### config.mk
export PLATFORM = sky130hd
export DESIGN_NAME = ddr2_bank_ages
export DESIGN_NICKNAME = d
export VERILOG_FILES = /design/src/rtl/ddr2_age_tracker.sv /design/src/rtl/ddr2_bank_ages.sv
export SDC_FILE = /design/constraint.sdc
export NUM_CORES = 1
export LEC_CHECK = 0
export ABC_AREA = 1
export BUFFER_PORTS_ARGS = -buffer_cell sky130_fd_sc_hd__clkbuf_2
export CAP_MARGIN = 30
export CELL_PAD_IN_SITES_DETAIL_PLACEMENT = 0
export CELL_PAD_IN_SITES_GLOBAL_PLACEMENT = 1
export CORE_UTILIZATION = 43
export CTS_CLUSTER_SIZE = 14
export DETAILED_ROUTE_END_ITERATION = 16
export GPL_ROUTABILITY_DRIVEN = 0
export GPL_TIMING_DRIVEN = 0
export HOLD_SLACK_MARGIN = 0.06
export PLACE_DENSITY_LB_ADDON = 0.1
export SYNTH_ARGS = -nofsm -noshare
export SYNTH_HDL_FRONTEND = slang
export SYNTH_SLANG_ARGS = --single-unit
export TNS_END_PERCENT = 50
### constraint.sdc
create_clock -name clk -period 2.23 [get_ports clk]
set_clock_uncertainty 0.2 [all_clocks]
set_input_delay 0.446 -clock clk [delete_from_list [all_inputs] [get_ports clk]]
set_output_delay 0.446 -clock clk [all_outputs]
set_load 0.01 [all_outputs]
### src/rtl/ddr2_age_tracker.sv
module ddr2_age_tracker #(
  parameter int AGE_W   = 6,
  parameter int AGE_MAX = 34
) (
  input  logic             clk,
  input  logic             rst_n,
  input  logic             hit,
  output logic [AGE_W-1:0] age
);

  localparam logic [AGE_W-1:0] SAT = AGE_W'(AGE_MAX);

  logic [AGE_W-1:0] age_d;

  // age counts clocks since the last hit; saturated means "long ago"
  always_comb begin
    if (hit)             age_d = AGE_W'(1);
    else if (age == SAT) age_d = SAT;
    else                 age_d = age + AGE_W'(1);
  end

  always_ff @(posedge clk or negedge rst_n) begin
    if (!rst_n) age <= SAT;
    else        age <= age_d;
  end

  assert_age_nonzero_R9: assert property (@(posedge clk) disable iff (!rst_n)
    age != '0);

endmodule

### src/rtl/ddr2_bank_ages.sv
module ddr2_bank_ages #(
  parameter int BANK_W  = 3,
  parameter int AGE_W   = 6,
  parameter int AGE_MAX = 34
) (
  input  logic                              clk,
  input  logic                              rst_n,
  input  logic                              hit,
  input  logic [BANK_W-1:0]                 bank,
  output logic [(1<<BANK_W)-1:0][AGE_W-1:0] ages
);

  localparam int BANKS = 1 << BANK_W;

  for (genvar b = 0; b < BANKS; b++) begin : g_bank
    ddr2_age_tracker #(.AGE_W(AGE_W), .AGE_MAX(AGE_MAX)) u_age (
      .clk   (clk),
      .rst_n (rst_n),
      .hit   (hit && (bank == BANK_W'(b))),
      .age   (ages[b])
    );
  end

endmodule

Word-level counts from Yosys, hierarchy flattened
Index checks and enable logic that the tools add are counted.
Cells by class
  add/sub/neg operators: 8
  reductions and logical operators: 9
  equal/unequal tests: 15
  mux-type cells: 16
Operators with widths (number)
  2-to-1 mux 6 bit: 16
  adder 6 x 1 -> 6 bit (second input constant): 8
  == test 6 bit (second input constant): 8
  == test 3 bit (second input constant): 4
  logical AND 1 bit: 8
  == test 3 x 2 -> 1 bit (second input constant): 2
  == test 3 x 1 -> 1 bit (second input constant): 1
  zero test 3 bit: 1
Word-level totals
  flip-flop bits (word level): 48
  input port bits: 6
  word-level logic and storage cells: 56
  output and inout bits: 48

Depth between registers and ports, before layout
Gate-level depths: netlist of run 1.
  word-level depth: 3
  mapped depth: 6
  gate-level depth less buffers: 6

Hierarchy
A second synthesis of run 1 with hierarchy kept.
Second synthesis, totals
  cells, all modules: 281
  area total of the unflattened synthesis: 2506.2 um^2
By module, submodules not included
  ddr2_age_tracker: cells each 33, instances 8, seq. area each 152.6 um^2, area an instance 305.3 um^2
  ddr2_bank_ages: cells each 17, instances 1, seq. area each 0.0 um^2, area an instance 63.8 um^2

Worst setup path after synthesis of run 1
OpenSTA, ideal clock, no wires.
  kind: reg-to-reg
  start point: reg g_bank[4].u_age.age[1]
  end point: reg g_bank[4].u_age.age[4]
  setup slack: 0.897 ns
  period minus slack after synthesis: 1.333 ns
  buffers on the path: 0
  data arrival time: 1.014 ns
  required time: 1.910 ns
  stages on the path, launching flop included: 5
  setup time: 0.120 ns
  cell sequence: dfstp_2 ha_1 nand3_1 xor2_1 nor2_1
Between the ends
  longest elaborated chain between the ends: 3
  elaborated cells between the ends (all ways): 4
  classes of those cells: add/sub (1); eq/ne (1); mux (2)
RTL lines
  start: declaration: RTL line ddr2_age_tracker.sv:8  | output logic [AGE_W-1:0] age
  start signal: assignment: RTL line ddr2_age_tracker.sv:24  | else age <= age_d;
  adder 6 x 1 -> 6 bit / == test 6 bit (equally long branches): RTL line ddr2_age_tracker.sv:19, ddr2_age_tracker.sv:18
  2-to-1 mux 6 bit *: RTL line ddr2_age_tracker.sv:18  | else if (age == SAT) age_d = SAT;
  2-to-1 mux 6 bit *: RTL line ddr2_age_tracker.sv:17  | if (hit) age_d = AGE_W'(1);
  named net g_bank[4].u_age.age_d[4]: RTL line ddr2_age_tracker.sv:13  | logic [AGE_W-1:0] age_d;
Mark *: on every way through the listed nets, which the timed path passes. The rest lies on a longest branch.

Worst setup path in the final report of run 1
  start point: reg g_bank[0].u_age.age[1]
  end point: out ages[1] in the netlist's numbering
RTL lines
  start: declaration: RTL line ddr2_age_tracker.sv:8
  start signal: assignment: RTL line ddr2_age_tracker.sv:24
  end: declaration: RTL line ddr2_bank_ages.sv:10  | output logic [(1<<BANK_W)-1:0][AGE_W-1:0] ages
No word-level cell between the ends.

==> results of run 1 <==
-- Yosys cell counts --
cell type and count:
nand2_4 1, o21bai_1 8, inv_2 6, dfstp_2 16, ha_1 16, dfrtp_1 32, nor2_4 2, nand3_1 24
xor2_1 16, nor2_2 1, nand3_2 1, xnor2_1 8, inv_1 31, nor2_1 59, nand2_1 54, nand4_1 8
-- power groups by stage --
| stage | clock network [W] | registers, W | logic, W |
|---|---|---|---|
| 2_1_floorplan | 0 | 0.00213 | 0.00104 |
| 3_3_place_gp | 0 | 0.00202 | 0.00182 |
| 3_5_place_dp | 0 | 0.00202 | 0.00185 |
| 4_1_cts | 0.000545 | 0.00201 | 0.00186 |
| 5_1_grt | 0.000580 | 0.00210 | 0.00213 |
| 6_report | 0.000517 | 0.00200 | 0.00183 |
-- what timing repair did --
action                                  CTS  global route
endpoints found under the hold margin    11             0
hold buffers                              1             0
gates resized for setup                   0             0
setup buffers                             0             0
endpoints found under the setup margin    0             0
-- tightest hold or removal path: stages --
cell and delay, ps:
clkbuf_2 120, nand3_2 110, nand2_1 50
-- logic make-up after synthesis --
logic type	count (synthesis)
compound gates	8
simple gates	150
flops	48
fa+ha+maj	16
buf+inv	37
xor+xnor	24
-- worst max path at each step --
stage / end / cells past startpoint
detailed placement: g_bank[4].u_age.age[2] / 7
CTS: ages[1] / 1
floorplan: g_bank[4].u_age.age[4] / 4
global placement: g_bank[3].u_age.age[3] / 1
finish: ages[1] / 1
global route: ages[1] / 1
-- cell type report --
type	instances	area, um^2	area share, %
Sequential cell	48	1221	41.39
Multi-Input combinational cell	198	1115	37.79
Timing Repair Buffer	55	295.3	10.01
Inverter	37	138.9	4.707
Clock buffer	8	90.09	3.053
Tap cell	72	90.09	3.053
-- routing by layer --
metal	up-vias	part of all wire, %	wire [um]	track usage, %
met5	-	0	0	0
met1	859	50	2208	21.54
met2	35	45	2006	27.43
met4	0	1.5	66	5.660
met3	6	3.8	168	4.118
li1	999	-	-	-
-- metrics by stage --
step | area, um^2 | utilization [%]
2_1_floorplan | 2475 | -
3_3_place_gp | 2830 | 51.08
3_5_place_dp | 2850 | 51.45
4_1_cts | 2950 | 53.25
5_1_grt | 2950 | 53.25
6_report | 2950 | 53.25
==> results.cfg, run 1 <==
[status]
status = finished, final reports clean

[setup_path]
slowest_stage = dfstp_2
cp-startpoint = g_bank[0].u_age.age[1]
cpPeakStageDelay_ps = 580
worst-path-max-fanout = 5
timing.rr.end = g_bank[0].u_age.age[4]
rrSetupSlack_ps = 850
cp-start-kind = flop
critical_path.cell_chain = clkbuf_2
worstSetupPathType = reg -> out
cp.required_ps = 1580
worstPathBufferInverterCount = 1
rr_startpoint = g_bank[0].u_age.age[1]
crit_family = flip-flops
r2r.worst_path.cells = 4
endpoint_kind = output port
cp.arrival_ps = 1020

[power_and_ir_drop]
pwr-share-seq_pct = 46.1
combinationalPowerShare_pct = 42.0
power.leakage_nw = 1.593
p_switching_w = 0.001807
p_int_w = 0.002541
power.share.switching_pct = 41.55
p_per_area_nw_per_um2 = 1474
irDropWorstVdd_mv = 0.7311
total_power_w = 0.004348
clkPwrFrac_pct = 11.9

[synthesis]
synth.avg_cell_area_um2 = 8.745
synth-seq-area-share_pct = 49.34
syn-num-nets = 305
synth-compound-area-share_pct = 2.427
yosys.area_share.adder_pct = 8.089
synth_top_area_share_pct = 32.36
yosys_warnings = 0
yosysTopAreaCell = dfrtp_1
synth_cell_types = 16
ys_ff_latch = 48
yosys.area_share.simple_pct = 26.04
synth-xor-area-share_pct = 8.493
synth_top_family_by_area = simple AND/OR/NAND/NOR gates
netlist_instances = 283
syn_area_um2 = 2475
synth_mux_area_share_pct = 0
yosys-top-cells-area = dfrtp_1 (32%), dfstp_2 (17%), nor2_1 (8.9%)

[hold_path]
worstHoldPathType = in -> reg
min_from = bank[1]
hold_end = g_bank[3].u_age.age[0]
whs_path_depth = 3

[place]
place_inst = 409
numPortBuffers = 53
place_ws_ps = 781.9
dpl.hpwl_um = 3393

[sta]
fmax_mhz = 600.6
fin_setup_tns_ps = 0
maxSlewViolCount = 0
hold_violations = 0
fin_crit_sh_pct = 74.67
whs_ps = 275.8
fin_crit_ps = 1665
rsz0062_at_grt = no
tightest_slew_ps = 477.8
final-setup-viol-count = 0
slew_headroom_pct = 68.15
fin_ws_ps = 564.9

[detailed_routing]
drt_first_pass_iters = 4
avgRoutedWirePerCell_um = 10.65
drcViolationCount = 0
ant_nets = 0
vias_per_cell = 4.543
drtIter0Drc = 37
vias = 1899
drt_wl_total_um = 4450

[cts]
tritoncts = done
cts_buffers = 5
cts_max_level = 2
insertion_delay_ps = 290
clockRootBuffer = clkbuf_8
clkSinkCount = 48
clk_pin_slew_worst_paths_ps = 80
ctsLongestPathBuffers = 2

[floorplan]
floorplan.die.width_um = 77.87
dieArea_um2 = 6063
rows = 27
core-area_um2 = 5540
start_util_pct = 44.67
pin_count = 54
die_h_um = 77.87

[grt]
grt_max_degree = 32
grt_antenna_before_repair = 0
grt_usage_pct = 16.74
grt_overflow = 0
grt_pass1_vias = 1813
grt_pass1_wl_um = 8045

[job]
cap_viol_max_count = 0

[layout]
final_common_cell = nor2_1
final_layout_size_suffix_gt1_share_pct = 25.14
nets = 367
finalNonFillerCells = 418
largest-register = g_bank.u_age.age
diodes = 0
area_growth_pct = 19.21
final_cell_mix = nor2_1 (59), nand2_1 (54), clkbuf_2 (53), dfrtp_1 (32), inv_1 (31)
top_regs = g_bank.u_age.age x48
fillers = 572
largest_reg_flops = 48
Note: power is estimated with default switching activity, not from simulation.
==> run 2: changes to the inputs <==
- CORE_UTILIZATION: 43 -> 36
- clock period: 2.23 -> 1.5 ns (I/O delays scaled with it)
==> run 2 against run 1 <==
- flip-flop and latch count is the same
- final area grew 6.1%
- largest cell class unchanged
- the flow now finishes with violations (DRC)
- clock-buffer cell count is the same
- total power grew 59%
==> results.cfg, run 2 (synthesized netlist as in run 1, its figures left out) <==
[detailed_routing]
avgRoutedWirePerCell_um = 11.12
drt_wl_total_um = 4805
drt_first_pass_iters = 10
ant_nets = 0
drcViolationCount = 4
vias = 1996
drtIter0Drc = 77
vias_per_cell = 4.620

[setup_path]
cp-start-kind = flop
worstSetupPathType = reg -> out
worstSetupPathDepth = 1
slowest_stage = dfstp_2
endpoint_kind = output port
worstPathBufferInverterCount = 1
worst-path-max-fanout = 5
r2r.worst_path.cells = 5
crit_family = flip-flops
critical_path.cell_chain = buf_6
cp.arrival_ps = 980
cpPeakStageDelay_ps = 580
cp.required_ps = 1000

[sta]
tightest_slew_ps = 531.2
fin_crit_ps = 1482
hold_violations = 0
fmax_mhz = 674.6
maxSlewViolCount = 0
fin_ws_ps = 17.54
slew_headroom_pct = 64.58
fin_crit_sh_pct = 98.83
rsz0062_at_grt = yes
final-setup-viol-count = 0

[power_and_ir_drop]
power.share.switching_pct = 40.72
p_int_w = 0.004110
combinationalPowerShare_pct = 45.8
power.leakage_nw = 1.652
pwr-share-seq_pct = 42.8
p_switching_w = 0.002823
p_per_area_nw_per_um2 = 2215
clkPwrFrac_pct = 11.3
irDropWorstVdd_mv = 0.9031

[floorplan]
core-area_um2 = 6495
rows = 29
pin_count = 54
start_util_pct = 38.10
die_h_um = 84.92
floorplan.die.width_um = 84.92
dieArea_um2 = 7211

[layout]
diodes = 0
final_layout_size_suffix_gt1_share_pct = 28.73
largest-register = g_bank.u_age.age
top_regs = g_bank.u_age.age x48
final_cell_mix = nor2_1 (59), nand2_1 (54), clkbuf_2 (42), inv_1 (31), dfrtp_1 (30)
largest_reg_flops = 48
final_common_cell = nor2_1
area_growth_pct = 26.44
nets = 376
utilization_pct = 48.18

[place]
numPortBuffers = 53
dpl.hpwl_um = 3494
place_ws_ps = 137.7

[grt]
grt_pass1_wl_um = 8424
grt_pass1_vias = 1869
grt_antenna_before_repair = 0
grt_overflow = 0
grt_usage_pct = 14.56
grt_max_degree = 30

[hold_path]
worstHoldPathType = in -> reg
whs_path_depth = 3

[cts]
tritoncts = done
clk_pin_slew_worst_paths_ps = 80
clkSinkCount = 48
insertion_delay_ps = 290
cts_buffers = 5
clockRootBuffer = clkbuf_8
ctsLongestPathBuffers = 2
cts_max_level = 2

[job]
cap_viol_max_count = 0

[status]
violations = DRC
status = finished with violations
==> run 2: cell count changes in the layout (fill, tap and decap cells not counted), sizes merged <==
| cell | delta |
|---|---|
| buf | +20 |
| clkbuf | -11 |
==> run 2: power by group through the flow <==
stage	Sequential (W)	Clock, W	Combinational (W)
6_report	0.00297	0.000785	0.00318
5_1_grt	0.00311	0.000878	0.00367
4_1_cts	0.00294	0.000827	0.00291
3_5_place_dp	0.00301	0	0.00275
3_3_place_gp	0.00302	0	0.00272
2_1_floorplan	0.00316	0	0.00154
==> run 2: through the flow <==
stage / total power (W) / hold WS [ps] / TNS, ps / cell area (um^2) / cells
after global routing: 0.007655 / 137.1 / -52.85 / 3129 / 432
after detailed placement: 0.005763 / 114.6 / 0 / 2856 / 414
after CTS: 0.006684 / 130.5 / -52.19 / 2994 / 428
after global placement: 0.005742 / 378.8 / -4268 / 2836 / 413
after floorplan: 0.004707 / -195.6 / 0 / 2475 / 283
final: 0.006933 / 132.6 / 0 / 3129 / 432
==> run 2: layout make-up <==
class	count	area (um^2)
flip-flops and latches	48	1224
clock buffers	8	90.09
well taps	77	96.34
fillers	651	3366
multi-input cells	198	1155
repair buffers	64	425.4
inverters	37	138.9
==> run 2: final timing paths <==
path,start,end,slack [ps]
min in group asynchronous,rst_n,g_bank[2].u_age.age[4],310
max in group asynchronous,rst_n,g_bank[7].u_age.age[5],180
min reg2reg,g_bank[1].u_age.age[4],g_bank[1].u_age.age[4],390
max reg2reg,g_bank[2].u_age.age[1],g_bank[2].u_age.age[4],80
min,bank[0],g_bank[3].u_age.age[0],130
max,g_bank[4].u_age.age[1],ages[25],20
==> run 2: per-layer routing <==
layer | wire length, um | GRT usage [%] | share of wire [%] | vias to the layer above
met5 | 0 | 0 | 0 | -
li1 | - | - | - | 1025
met3 | 158 | 3.113 | 3.3 | 4
met4 | 44 | 4.777 | 0.92 | 0
met1 | 2372 | 19.59 | 49 | 932
met2 | 2229 | 23.50 | 46 | 35
==> run 2: repair_timing <==
action,CTS,global route
resized for setup,0,30
pin swaps,0,0
hold endpoints to repair,15,0
hold buffers,1,0
buffers inserted,5,4
endpoints found under the setup margin,10,18
==> run 3: changes to the inputs <==
- CORE_MARGIN: default -> 2
- clock period: 1.5 -> 1.3 ns (I/O delays scaled with it)
==> run 3 against run 2 <==
- the run ends with hold timing, setup timing left
- sequential power increased by 7.7%
- utilization increased by 5.7 points
- first-iteration DRC count decreased by 39%
- wire length increased by 12%
- largest cell class is now multi-input gates
==> results.cfg, run 3 (synthesized netlist as in run 1, its figures left out) <==
[setup_path]
worst-path-max-fanout = 2
cp-startpoint = g_bank[2].u_age.age[1]
worstSetupPathType = reg -> out
cp.required_ps = 840
rr_startpoint = g_bank[2].u_age.age[1]
endpoint_kind = output port
critical_path.cell_chain = buf_6
cp.arrival_ps = 970
worstPathBufferInverterCount = 1
cp-start-kind = flop
cpPeakStageDelay_ps = 570
slowest_stage = dfstp_2
crit_family = flip-flops

[sta]
fin_crit_sh_pct = 110.0
fmax_mhz = 699.3
fin_ws_ps = -130.1
slew_headroom_pct = 62.24
fin_setup_tns_ps = -3756
hold_violations = 11
final-setup-viol-count = 68
whs_ps = -261.2
tightest_slew_ps = 566.4
rsz0062_at_grt = yes
maxSlewViolCount = 0
fin_crit_ps = 1430

[floorplan]
start_util_pct = 36.83
core-area_um2 = 6719
dieArea_um2 = 7554
pin_count = 54
floorplan.die.width_um = 86.92
die_h_um = 86.92
rows = 30

[grt]
grt_pass1_wl_um = 8631
grt_overflow = 0
grt_pass1_vias = 1962
grt_max_degree = 29
grt_antenna_before_repair = 0
grt_usage_pct = 14.38

[detailed_routing]
avgRoutedWirePerCell_um = 11.61
ant_nets = 0
drt_wl_total_um = 5400
drcViolationCount = 0
drtIter0Drc = 47
vias = 2105
vias_per_cell = 4.527
drt_first_pass_iters = 4

[layout]
fillers = 639
fin_area_um2 = 3618
finalNonFillerCells = 465
area_growth_pct = 46.21
final_common_cell = nor2_1
largest_reg_flops = 48
largest-register = g_bank.u_age.age
diodes = 0
final_layout_size_suffix_gt1_share_pct = 43.12
top_regs = g_bank.u_age.age x48
final_cell_mix = nor2_1 (59), nand2_1 (54), buf_4 (34), inv_1 (31), clkbuf_2 (31)
nets = 406

[power_and_ir_drop]
combinationalPowerShare_pct = 55.5
total_power_w = 0.009582
power.leakage_nw = 1.831
p_switching_w = 0.003722
power.share.switching_pct = 38.85
irDropWorstVdd_mv = 1.043
clkPwrFrac_pct = 11.1
p_int_w = 0.005860
pwr-share-seq_pct = 33.4
p_per_area_nw_per_um2 = 2648

[cts]
cts_max_level = 2
insertion_delay_ps = 300
clkSinkCount = 48
ctsLongestPathBuffers = 2
tritoncts = done
clockRootBuffer = clkbuf_8
clk_pin_slew_worst_paths_ps = 90
cts_buffers = 5

[status]
violations = hold timing, setup timing
status = finished with violations

[place]
dpl_cell_area_um2 = 2915
place_inst = 417
dpl.hpwl_um = 3691
numPortBuffers = 53

[hold_path]
worstHoldPathType = in -> async

[job]
cap_viol_max_count = 0
## run 3: changes by cell type in the layout (fill, tap and decap cells not counted), sizes merged
cell	before	now
bufinv	0	1
clkbuf	50	37
buf	21	63
clkinv	0	1
dlygate4sd3	1	0
## run 3: per-layer routing
metal / vias up / share of wire [%] / global-route usage, %
met5: - / 0 / 0
met4: 0 / 1.2 / 4.688
met3: 7 / 4.7 / 3.791
met2: 37 / 45 / 22.35
met1: 983 / 49 / 19.52
li1: 1078 / - / -
## run 3: stage by stage
stage	setup slack (ps)	hold WS, ps	utilization (%)
2_1_floorplan	-30.52	-235.6	-
3_3_place_gp	-288.2	380.9	43.09
3_5_place_dp	-58.30	88.51	43.39
4_1_cts	-162.3	-240.9	48.62
5_1_grt	-168.4	-224.7	53.85
6_report	-130.1	-261.2	53.85
## run 3: final timing paths
kind,slack [ps],cells past startpoint,to
max,-130,1,ages[13]
min,-260,1,g_bank[4].u_age.age[2]
max reg2reg,-110,5,g_bank[2].u_age.age[4]
min reg2reg,390,3,g_bank[2].u_age.age[0]
max in group asynchronous,540,2,g_bank[3].u_age.age[5]
min in group clk,70,3,g_bank[3].u_age.age[0]
## run 3: power by group through the flow
stage / combinational (W) / clock [W] / sequential [W]
2_1_floorplan: 0.00182 / 0 / 0.00372
3_3_place_gp: 0.00320 / 0 / 0.00355
3_5_place_dp: 0.00325 / 0 / 0.00356
4_1_cts: 0.00437 / 0.00111 / 0.00317
5_1_grt: 0.00591 / 0.00117 / 0.00332
6_report: 0.00531 / 0.00107 / 0.00320
## run 3: cell type report
cell class	count	area (um^2)	share of cell area (%)
multi-input combinational	198	1292	35.72
sequential	48	1242	34.34
timing repair buffer	94	737.0	20.37
inverter	37	138.9	3.838
tap	80	100.1	2.766
clock buffer	6	72.57	2.006
clock inverter	2	35.03	0.9682
## run 3: what timing repair did
action | CTS | global route
setup endpoints to repair | 58 | 92
pin swaps | 8 | 27
gates resized for setup | 13 | 75
buffers inserted | 28 | 12
hold endpoints to repair | 11 | 11
## run 3: worst register-to-register path: cells and delay by family, from the launching register on
kind | cells | cell delay, ps
simple gates | 2 | 120
flops | 1 | 570
buf+inv | 1 | 130
fa+ha+maj | 1 | 140
xor+xnor | 1 | 140
